===== config.mk =====
export PLATFORM = sky130hd
export DESIGN_NAME = tgate_sched_top
export DESIGN_NICKNAME = d
export VERILOG_FILES = /design/src/rtl/tgate_pkg.sv /design/src/rtl/tgate_tick.sv /design/src/rtl/tgate_regs.sv /design/src/rtl/tgate_queue.sv /design/src/rtl/tgate_sched_top.sv
export SDC_FILE = /design/constraint.sdc
export NUM_CORES = 1
export LEC_CHECK = 0
export ABC_AREA = 1
export BUFFER_PORTS_ARGS = -buffer_cell sky130_fd_sc_hd__buf_2
export CORE_UTILIZATION = 45
export CTS_BUF_LIST = sky130_fd_sc_hd__clkbuf_2 sky130_fd_sc_hd__clkbuf_4 sky130_fd_sc_hd__clkbuf_8
export DETAILED_ROUTE_END_ITERATION = 16
export PLACE_DENSITY = 0.62
export SLEW_MARGIN = 5
export SYNTH_ARGS = -nofsm -noshare
export SYNTH_HDL_FRONTEND = slang
export SYNTH_HIERARCHICAL = 1
export SYNTH_SLANG_ARGS = --single-unit
export TNS_END_PERCENT = 10

===== constraint.sdc =====
create_clock -name clk_i -period 2.9 [get_ports clk_i]
set_clock_uncertainty 0.1 [all_clocks]
set_input_delay 0.29 -clock clk_i [delete_from_list [all_inputs] [get_ports clk_i]]
set_output_delay 0.29 -clock clk_i [all_outputs]
set_load 0.05 [all_outputs]

===== src/rtl/tgate_pkg.sv =====
package tgate_pkg;
  localparam int unsigned ADDR_W     = 12;
  localparam int unsigned DATA_W     = 32;
  localparam logic [ADDR_W-1:0] START_BASE = 12'h800;
  localparam logic [ADDR_W-1:0] ON_BASE    = 12'h820;
  localparam logic [ADDR_W-1:0] OFF_BASE   = 12'h840;
  localparam logic [ADDR_W-1:0] CTRL_ADDR  = 12'h880;
  localparam int unsigned DIS_SHIFT  = 16;
  localparam int unsigned ERR_BIT    = 31;

  typedef enum logic [1:0] {
    ST_IDLE = 2'd0,
    ST_WAIT = 2'd1,
    ST_ON   = 2'd2,
    ST_OFF  = 2'd3
  } q_state_e;

  function automatic logic [ADDR_W-1:0] q_addr(logic [ADDR_W-1:0] base, int unsigned q);
    return base + ADDR_W'(4 * q);
  endfunction
endpackage


===== src/rtl/tgate_tick.sv =====
module tgate_tick #(
  parameter int unsigned DIV_1G   = 1,
  parameter int unsigned DIV_100M = 10,
  parameter int unsigned DIV_10M  = 100
) (
  input  logic       clk_i,
  input  logic       rst_ni,
  input  logic [1:0] speed_i,
  output logic       tick_o
);
  localparam int unsigned CNT_W = $clog2(DIV_10M + 1);

  logic [CNT_W-1:0] cnt_q;
  logic [CNT_W-1:0] lim;

  always_comb begin
    unique case (speed_i)
      2'b00:   lim = CNT_W'(DIV_10M - 1);
      2'b01:   lim = CNT_W'(DIV_100M - 1);
      default: lim = CNT_W'(DIV_1G - 1);
    endcase
  end

  // >= so a speed change to a shorter period never strands the counter
  assign tick_o = (cnt_q >= lim);

  always_ff @(posedge clk_i or negedge rst_ni) begin
    if (!rst_ni)     cnt_q <= '0;
    else if (tick_o) cnt_q <= '0;
    else             cnt_q <= cnt_q + 1'b1;
  end

  p_no_back_to_back_r7: assert property (@(posedge clk_i) disable iff (!rst_ni)
    (tick_o && speed_i == 2'b01) |=> (speed_i != 2'b01 || !tick_o));
  p_fast_every_cycle_r7: assert property (@(posedge clk_i) disable iff (!rst_ni)
    (speed_i[1] && $past(speed_i[1])) |-> tick_o);
endmodule


===== src/rtl/tgate_regs.sv =====
module tgate_regs
  import tgate_pkg::*;
#(
  parameter int unsigned NUM_Q = 2,
  parameter int unsigned ON_W  = 17
) (
  input  logic                          clk_i,
  input  logic                          rst_ni,
  input  logic                          we_i,
  input  logic                          re_i,
  input  logic [ADDR_W-1:0]             addr_i,
  input  logic [DATA_W-1:0]             wdata_i,
  output logic [DATA_W-1:0]             rdata_o,
  input  logic [NUM_Q-1:0]              running_i,
  output logic [NUM_Q-1:0][DATA_W-1:0]  start_o,
  output logic [NUM_Q-1:0][ON_W-1:0]    on_o,
  output logic [NUM_Q-1:0][ON_W-1:0]    off_o,
  output logic [NUM_Q-1:0]              arm_o,
  output logic [NUM_Q-1:0]              disarm_o
);
  logic [NUM_Q-1:0] hit_st, hit_on, hit_off, lock_hit;
  logic hit_ctrl, err_q;

  assign hit_ctrl = (addr_i == CTRL_ADDR);

  for (genvar q = 0; q < NUM_Q; q++) begin : g_q
    assign hit_st[q]   = (addr_i == q_addr(START_BASE, q));
    assign hit_on[q]   = (addr_i == q_addr(ON_BASE, q));
    assign hit_off[q]  = (addr_i == q_addr(OFF_BASE, q));
    assign lock_hit[q] = we_i && running_i[q] && (hit_st[q] || hit_on[q] || hit_off[q]);
    assign arm_o[q]    = we_i && hit_ctrl && wdata_i[q];
    assign disarm_o[q] = we_i && hit_ctrl && wdata_i[DIS_SHIFT + q];

    always_ff @(posedge clk_i or negedge rst_ni) begin
      if (!rst_ni) begin
        start_o[q] <= '0;
        on_o[q]    <= '0;
        off_o[q]   <= '0;
      end else if (we_i && !running_i[q]) begin
        if (hit_st[q])  start_o[q] <= wdata_i;
        if (hit_on[q])  on_o[q]    <= wdata_i[ON_W-1:0];
        if (hit_off[q]) off_o[q]   <= wdata_i[ON_W-1:0];
      end
    end

    p_locked_on_r8: assert property (@(posedge clk_i) disable iff (!rst_ni)
      (we_i && running_i[q] && hit_on[q]) |=> $stable(on_o[q]));
    p_locked_start_r8: assert property (@(posedge clk_i) disable iff (!rst_ni)
      (we_i && running_i[q] && hit_st[q]) |=> $stable(start_o[q]));
  end

  always_ff @(posedge clk_i or negedge rst_ni) begin
    if (!rst_ni) err_q <= 1'b0;
    else         err_q <= (|lock_hit) || (err_q && !(re_i && hit_ctrl));
  end

  p_err_sticky_r8: assert property (@(posedge clk_i) disable iff (!rst_ni)
    (|lock_hit) |=> err_q);

  always_comb begin
    rdata_o = '0;
    if (hit_ctrl) begin
      rdata_o[NUM_Q-1:0] = running_i;
      rdata_o[ERR_BIT]   = err_q;
    end
    for (int q = 0; q < NUM_Q; q++) begin
      if (hit_st[q])  rdata_o = start_o[q];
      if (hit_on[q])  rdata_o = DATA_W'(on_o[q]);
      if (hit_off[q]) rdata_o = DATA_W'(off_o[q]);
    end
  end
endmodule


===== src/rtl/tgate_queue.sv =====
module tgate_queue
  import tgate_pkg::*;
#(
  parameter int unsigned ON_W = 17
) (
  input  logic              clk_i,
  input  logic              rst_ni,
  input  logic              tick_i,
  input  logic              arm_i,
  input  logic              disarm_i,
  input  logic [DATA_W-1:0] start_i,
  input  logic [ON_W-1:0]   on_i,
  input  logic [ON_W-1:0]   off_i,
  input  logic [1:0]        tod_sec_i,
  input  logic [29:0]       tod_nsec_i,
  output logic              gate_o,
  output logic              running_o
);
  q_state_e       st_q;
  logic [ON_W-1:0] cnt_q;
  logic            match;
  logic [ON_W:0]   cnt_nx;

  assign match  = (tod_sec_i == start_i[31:30]) && (tod_nsec_i == start_i[29:0]);
  assign cnt_nx = {1'b0, cnt_q} + 1'b1;

  always_ff @(posedge clk_i or negedge rst_ni) begin
    if (!rst_ni) begin
      st_q  <= ST_IDLE;
      cnt_q <= '0;
    end else if (disarm_i) begin
      st_q  <= ST_IDLE;
      cnt_q <= '0;
    end else begin
      unique case (st_q)
        ST_IDLE: if (arm_i) st_q <= ST_WAIT;
        ST_WAIT: if (match) begin st_q <= ST_ON; cnt_q <= '0; end
        ST_ON: begin
          if (on_i == '0) begin
            st_q <= ST_OFF; cnt_q <= '0;
          end else if (tick_i && off_i != '0) begin
            if (cnt_nx >= {1'b0, on_i}) begin st_q <= ST_OFF; cnt_q <= '0; end
            else cnt_q <= cnt_nx[ON_W-1:0];
          end
        end
        ST_OFF: begin
          if (on_i != '0) begin
            if (off_i == '0) begin
              st_q <= ST_ON; cnt_q <= '0;
            end else if (tick_i) begin
              if (cnt_nx >= {1'b0, off_i}) begin st_q <= ST_ON; cnt_q <= '0; end
              else cnt_q <= cnt_nx[ON_W-1:0];
            end
          end
        end
        default: st_q <= ST_IDLE;
      endcase
    end
  end

  assign running_o = (st_q != ST_IDLE);
  assign gate_o    = (st_q == ST_IDLE) || (st_q == ST_ON && on_i != '0);

  p_idle_open_r4: assert property (@(posedge clk_i) disable iff (!rst_ni)
    !running_o |-> gate_o);
  p_wait_shut_r5: assert property (@(posedge clk_i) disable iff (!rst_ni)
    (st_q == ST_WAIT) |-> !gate_o);
  p_disarm_r3: assert property (@(posedge clk_i) disable iff (!rst_ni)
    disarm_i |=> !running_o);
  p_arm_r3: assert property (@(posedge clk_i) disable iff (!rst_ni)
    (arm_i && !disarm_i && !running_o) |=> running_o);
  p_zero_on_shut_r10: assert property (@(posedge clk_i) disable iff (!rst_ni)
    (running_o && on_i == '0) |-> !gate_o);
endmodule


===== src/rtl/tgate_sched_top.sv =====
module tgate_sched_top
  import tgate_pkg::*;
#(
  parameter int unsigned NUM_Q = 2,
  parameter int unsigned ON_W  = 17
) (
  input  logic              clk_i,
  input  logic              rst_ni,
  input  logic              reg_we_i,
  input  logic              reg_re_i,
  input  logic [11:0]       reg_addr_i,
  input  logic [31:0]       reg_wdata_i,
  output logic [31:0]       reg_rdata_o,
  input  logic [1:0]        speed_i,
  input  logic [1:0]        tod_sec_i,
  input  logic [29:0]       tod_nsec_i,
  output logic [NUM_Q-1:0]  gate_open_o,
  output logic [NUM_Q-1:0]  running_o
);
  logic                         tick;
  logic [NUM_Q-1:0][DATA_W-1:0] start_r;
  logic [NUM_Q-1:0][ON_W-1:0]   on_r, off_r;
  logic [NUM_Q-1:0]             arm, disarm;

  tgate_tick i_tick (
    .clk_i  (clk_i),
    .rst_ni (rst_ni),
    .speed_i(speed_i),
    .tick_o (tick)
  );

  tgate_regs #(.NUM_Q(NUM_Q), .ON_W(ON_W)) i_regs (
    .clk_i    (clk_i),
    .rst_ni   (rst_ni),
    .we_i     (reg_we_i),
    .re_i     (reg_re_i),
    .addr_i   (reg_addr_i),
    .wdata_i  (reg_wdata_i),
    .rdata_o  (reg_rdata_o),
    .running_i(running_o),
    .start_o  (start_r),
    .on_o     (on_r),
    .off_o    (off_r),
    .arm_o    (arm),
    .disarm_o (disarm)
  );

  for (genvar q = 0; q < NUM_Q; q++) begin : g_queue
    tgate_queue #(.ON_W(ON_W)) i_queue (
      .clk_i     (clk_i),
      .rst_ni    (rst_ni),
      .tick_i    (tick),
      .arm_i     (arm[q]),
      .disarm_i  (disarm[q]),
      .start_i   (start_r[q]),
      .on_i      (on_r[q]),
      .off_i     (off_r[q]),
      .tod_sec_i (tod_sec_i),
      .tod_nsec_i(tod_nsec_i),
      .gate_o    (gate_open_o[q]),
      .running_o (running_o[q])
    );
  end
endmodule


[After elaboration in Yosys (flattened, before gate mapping)]
Index checks and enable logic that the tools add are counted.
Storage, ports and cells
  bits in registers: 178
  bits of input ports: 82
  output and inout bits: 36
  word-level logic and storage cells: 159
Cells by class
  $add $sub $neg: 3
  $lt $le $gt $ge: 5
  equal/unequal tests: 32
  mux-type cells: 52
  reduce and logical (&&, ||, !) cells: 55
Operators with widths (number)
  17-bit 2-to-1 mux: 18
  32-bit 2-to-1 mux: 6
  17-bit one-hot mux with 3 select lines: 2
  12-bit == test, second input constant: 7
  18-bit by 17-bit greater-or-equal comparator with 1-bit output: 4
  17-bit logical NOT: 4
  17-bit nonzero test: 4
  30-bit == test: 2
  2-bit 2-to-1 mux: 21
  17-bit by 1-bit adder with 18-bit output, second input constant: 2
  4-bit by 1-bit != test with 1-bit output, second input constant: 7
  1-bit logical AND: 19
  3-bit by 1-bit != test with 1-bit output, second input constant: 6
  2-bit one-hot mux with 4 select lines: 2
  7-bit one-hot mux with 2 select lines: 1
  7-bit AND reduction: 2
  2-bit AND reduction: 6
  5-bit AND reduction: 2
  2-bit == test, second input constant: 4
  4-bit nonzero test: 2
  7-bit by 1-bit adder with 7-bit output, second input constant: 1
  7-bit greater-or-equal comparator: 1
  1-bit logical OR: 7
  7-bit 2-to-1 mux: 1
  other kinds (8): 16

[Longest topological paths before layout]
  word-level depth: 8
  mapped depth: 25
  mapped depth without buffers: 24

[Hierarchy]
The synthesis kept the hierarchy.
Modules (own cells, without submodules)
  tgate_regs: times used 1, cells each 792, area each 6356.1 µm², sequential area each 3328.2 µm²
  tgate_queue: times used 2, cells each 485, area each 2914.0 µm², sequential area each 475.5 µm²
  tgate_tick: times used 1, cells each 60, area each 457.9 µm², sequential area each 175.2 µm²

[Worst setup path after synthesis]
Ideal clock, no wire load.
  path type: reg2reg
  start: reg g_queue[0].i_queue.cnt_q[0]
  end: reg g_queue[0].i_queue.cnt_q[9]
  library setup time: 116 ps
  arrival: 2763 ps
  data required time: 2684 ps
  path slack: -80 ps
  cell stages (with the launch flop): 23
  buffers on the path: 1
  period minus slack after synthesis: 2980 ps
  path through: dfrtp_1 -> ha_1 -> nand2_1 -> nor2_2 -> nand3_1 -> nor2_2 -> inv_1 -> nor2_1 -> nand3_1 -> xor2_1 -> inv_1 -> ha_1 -> nand2_1 -> inv_1 -> nand3_1 -> o31a_1 -> nand2_1 -> nand2_1 -> nand2_1 -> o21ai_2 -> buf_6 -> nand2_1 -> nand2_1
On the way
  longest elaborated chain between the ends: 8
  elaborated cells between the ends (all ways): 12
  those cells by class: 1 x add/sub; 2 x order compare; 9 x mux
RTL lines
  start: declaration: line tgate_queue.sv:20  | logic [ON_W-1:0] cnt_q;
  start signal: assignment: line tgate_queue.sv:43  | else cnt_q <= cnt_nx[ON_W-1:0];
  start signal: assignment: line tgate_queue.sv:52  | else cnt_q <= cnt_nx[ON_W-1:0];
  17-bit by 1-bit adder with 18-bit output (*): line tgate_queue.sv:25  | assign cnt_nx = {1'b0, cnt_q} + 1'b1;
  18-bit by 17-bit greater-or-equal comparator with 1-bit output: line tgate_queue.sv:51  | if (cnt_nx >= {1'b0, off_i}) begin st_q <= ST_ON; cnt_q <= '0; end
  17-bit 2-to-1 mux: line tgate_queue.sv:51
  17-bit 2-to-1 mux: line tgate_queue.sv:50  | end else if (tick_i) begin
  17-bit 2-to-1 mux: line tgate_queue.sv:48  | if (off_i == '0) begin
  17-bit 2-to-1 mux: line tgate_queue.sv:47  | if (on_i != '0) begin
  17-bit one-hot mux with 3 select lines (*): line tgate_queue.sv:35  | unique case (st_q)
  17-bit 2-to-1 mux (*): line tgate_queue.sv:31  | end else if (disarm_i) begin
Mark *: on every way between the ends. The rest lies on a longest branch, timed or not. The select of a mux whose other input is x is not followed.
A chain may end at the register's enable or synchronous reset.

[Worst setup path after layout]
  start: reg g_queue[0].i_queue.cnt_q[0]
  end: reg g_queue[0].i_queue.cnt_q[11]
The elaborated chain is that of the path after synthesis.

==> metrics.md <==
| Metric | Value |
|---|---|
| Result of the run | finished with violations |
| Violated checks | negative setup slack |
| Setup tns final | -7.170 ns |
| Buffers from clock root to sink, at most | 2 |
| DRT Pass-1 Iters | 6 |
| Cell-by-cell listing of the critical path | buf_4 > nand3_2 > nor2_4 > nand3_4 > nor2_4 > buf_4 > nand2_2 > inv_1 > or2_2 > nand2_1 > inv_1 > ha_1 > nand2_4 > nor2_2 > a211oi_2 > nand2_1 > nand2_1 > nand2_1 > nand2_2 > nand2_4 > o21ai_4 > clkbuf_16 > nand2_1 > nand2_1 |
| Wire per inst | 15.05 µm |
| Fraction of final layout cells sized beyond drive strength 1 | 0.1899 |
| Chip height | 169.6 µm |
| Seq/Total Area, Yosys | 0.3523 |
| CTS root buffer | clkbuf_8 |
| Critical Path Sink Type | flop |
| Via count | between 10000 and 15000 |
| Vias per cell | 4.960 |
| Number of remaining DRC errors | 0 |
| Count of buffering cells on the critical path with inverters included | 5 |
| CTS tree | done |
| Hold Worst Slack | between 0.04 and 0.05 ns |
| Pin count of the biggest net entering global routing | slightly below 80 |
| Net count of the mapped netlist | between 1500 and 2000 |
| Final cycle utilization of the critical path | 1.080 |
| Kind of cell with the highest combined delay on the critical path | simple AND/OR/NAND/NOR gates |
| Number of nets with antenna violations after detailed routing | 0 |
| Min-delay worst type | in2reg |
| Max cap viols | 0 |
| Final hold vios | 0 |
| Yosys reg bits | 178 |
| Unrepaired setup endpoints after global routing | yes |
| Diodes inserted | 0 |
| Fin. max-slew vios | 0 |
| CP peak stage delay | 0.41 ns |
| Flip-flop cell with the highest count after synthesis | dfrtp_1 |
| Highest achievable clock rate | 319.3 MHz |
| Cell count after placement | 2360 |
| Most common cell type on the critical path | nand2_1 |
| CTS H-tree lvls | 4 |
| Overflow after GRT | 0 |
| Shortest clock period the worst path allows after layout | 3.132 ns |
| DRT Wirelength | about 36000 µm |
| Worst VDD drop | between 0.4 and 0.5 mV |
| Clock network latency to the later pin of the worst-skew pair | 0.49 ns |
| Clock slew at reported path FFs | approximately 0.11 ns |
| Leakage Power | 7.833 nW |
| Rows | 60 |
| Crit path required time | approximately 3.2 ns |
| Placed wire-length estimate after detailed placement | about 28000 µm |
| Number of cells in the finished layout apart from fillers | about 2400 |
| Initial antenna violation count | 0 |
| Final count of negative-setup-slack endpoints | 38 |
| Total number of nets in the final design | approximately 2200 |
| Width of the die | around 170 µm |
| Worst endpoint data arrival time | 3.45 ns |
| Layout-stage area growth over the synthesis result | 20.65% |
| Die area | around 29000 µm² |
| Biggest fanout along the worst timing path | 5 |
| Post-synth EDFFs | 0 |
| Worst-case setup margin in the final layout | -0.2319 ns |
| Total GRT Usage | 0.2573 |
| Syn. warnings | 6 |
| # port buffers | 117 |
| Final weighted congestion in routability-driven placement | ~0.9 |
| Synth Cell Area | 12640 µm² |
| Gate count after technology mapping | approximately 1800 |
| Iteration-0 DRC count of the detailed router | 736 |
| Filler cells | between 2000 and 3000 |
| CP startpoint kind | flop |
| Relative max-transition margin | 0.5678 |
| Slowest cell on the critical path | dfrtp_1 |
| Worst slack at placement | -0.3720 ns |
| Worst Setup Path Type | reg2reg |
| Count of pins on the block boundary | 118 |
| Number of global-route vias before repair | between 10000 and 15000 |
| Average cell area after synthesis | between 6 and 7 µm² |
| Sinks on the clock net | 178 |
| Effective utilization at floorplan | 0.4639 |
| Clock buffer count from CTS | 17 |
| Post-synth cell types | 40 |
| Power per cell area | between 300 and 400 nW/µm² |
| Fraction of registers with async set/reset | 1.000 |
| Actual slew at the worst max-slew pin | between 0.6 and 0.7 ns |
| Global-route wire length before repair | between 50000 and 60000 µm |
| Std-Cell Core Area | around 27000 µm² |
## power by group
part	internal (mW)	switching, mW
Sequential	2.54	0.0921
Combinational	0.403	0.961
Clock	0.824	0.990
## per-layer routing
metal | GRT usage | share of wire
met5 | 0 | 0
met4 | 0.08069 | 0.025
met3 | 0.04058 | 0.039
met2 | 0.4505 | 0.50
met1 | 0.3230 | 0.44
## cell families after synthesis
logic type                 share of synthesized area
and+or+nand+nor                               0.3215
buffers and inverters                        0.09986
AOI/OAI and AO/OA                             0.1019
DFF                                           0.3523
adders and majority gates                    0.07522
xor gates and xnor gates                     0.04919
## layout make-up
cell class              count  area [µm²]  share of cell area
clock buffers              21       270.3             0.01772
flip-flops and latches    178        4454              0.2920
well taps                 372       465.4             0.03052
multi-input cells        1328        7277              0.4771
inverters                 271        1022             0.06702
clock inverters            10       125.1            0.008203
repair buffers            240        1638              0.1074
## stage by stage
| step | util | area [µm²] | power (mW) |
|---|---|---|---|
| after floorplan | - | 12650 | 3.587 |
| after global placement | 0.5220 | 14220 | 4.007 |
| after detailed placement | 0.5220 | 14220 | 4.024 |
| after CTS | 0.5512 | 15020 | 5.854 |
| after global routing | 0.5597 | 15250 | 6.142 |
| final | 0.5597 | 15250 | 5.815 |
## path summary, 6_finish.rpt
kind                                         startpoint                      endpoint  slack (ns)  depth (start not counted)
setup / recovery            g_queue[0].i_queue/cnt_q[0]  g_queue[0].i_queue/cnt_q[11]       -0.23                         24
hold / removal                          reg_wdata_i[17]            i_regs/start_o[17]        0.05                          3
setup reg to reg            g_queue[0].i_queue/cnt_q[0]  g_queue[0].i_queue/cnt_q[11]       -0.23                         24
hold reg to reg            g_queue[1].i_queue/cnt_q[12]  g_queue[1].i_queue/cnt_q[12]        0.39                          2
max in group asynchronous                        rst_ni               i_regs/off_o[7]        1.84                          3
min in group asynchronous                        rst_ni               i_tick/cnt_q[3]        0.12                          2
## synthesized netlist by cell type (19+ instances only)
cell type | instances | area, µm²
nand2_1 | 589 | 2211
a21oi_1 | 34 | 170.2
o21ai_1 | 74 | 370.4
ha_1 | 76 | 950.9
xnor2_1 | 54 | 473.0
inv_1 | 260 | 975.9
o21ai_0 | 88 | 440.4
clkbuf_1 | 19 | 71.32
nor2_1 | 173 | 649.4
dfrtp_1 | 178 | 4454
nand4_1 | 20 | 125.1
nand3_1 | 92 | 460.4
## flip-flops by register name (all words and copies together), names as in the netlist
signal	cells
g_queue.i_queue/cnt_q	34
g_queue.i_queue/st_q	4
i_regs/err_q	1
i_regs/off_o	34
i_regs/on_o	34
i_regs/start_o	64
i_tick/cnt_q	7
## cells in the final DEF (no fill, tap or decap), types with 7 or more instances in the layout
cell type and instances:
buf_4 100, ha_1 68, a21oi_1 33, a22o_1 14, xnor2_1 54, nand2_2 28, xor2_1 12, dlygate4sd3_1 17
clkbuf_8 18, o21ai_1 84, nor3_1 14, nand4_1 20, nand3_1 78, nand2_4 8, nor2_4 20, dfrtp_1 178
inv_2 15, nand3_2 16, a21o_1 7, nand2_1 574, nor2_2 13, buf_2 116, nor2_1 162, inv_1 254
o21ai_0 76
## worst reg2reg max path, stage by stage (launching register included)
cell and delay (ns):
dfrtp_1 0.41, buf_4 0.15, nand3_2 0.09, nor2_4 0.05, nand3_4 0.07, nor2_4 0.04, buf_4 0.13, nand2_2 0.09
inv_1 0.06, or2_2 0.26, nand2_1 0.08, inv_1 0.06, ha_1 0.33, nand2_4 0.10, nor2_2 0.04, a211oi_2 0.19
nand2_1 0.07, nand2_1 0.06, nand2_1 0.06, nand2_2 0.10, nand2_4 0.06, o21ai_4 0.21, clkbuf_16 0.19, nand2_1 0.05
nand2_1 0.05
## repair_timing
action | in CTS | in global routing
gates cloned | 0 | 1
hold endpoints to repair | 207 | 0
pin swaps | 23 | 24
buffers inserted | 9 | 3
gates resized for setup | 48 | 38
setup endpoints to repair | 38 | 38
hold buffers | 17 | 0
Power figures use the tool's default switching activity.
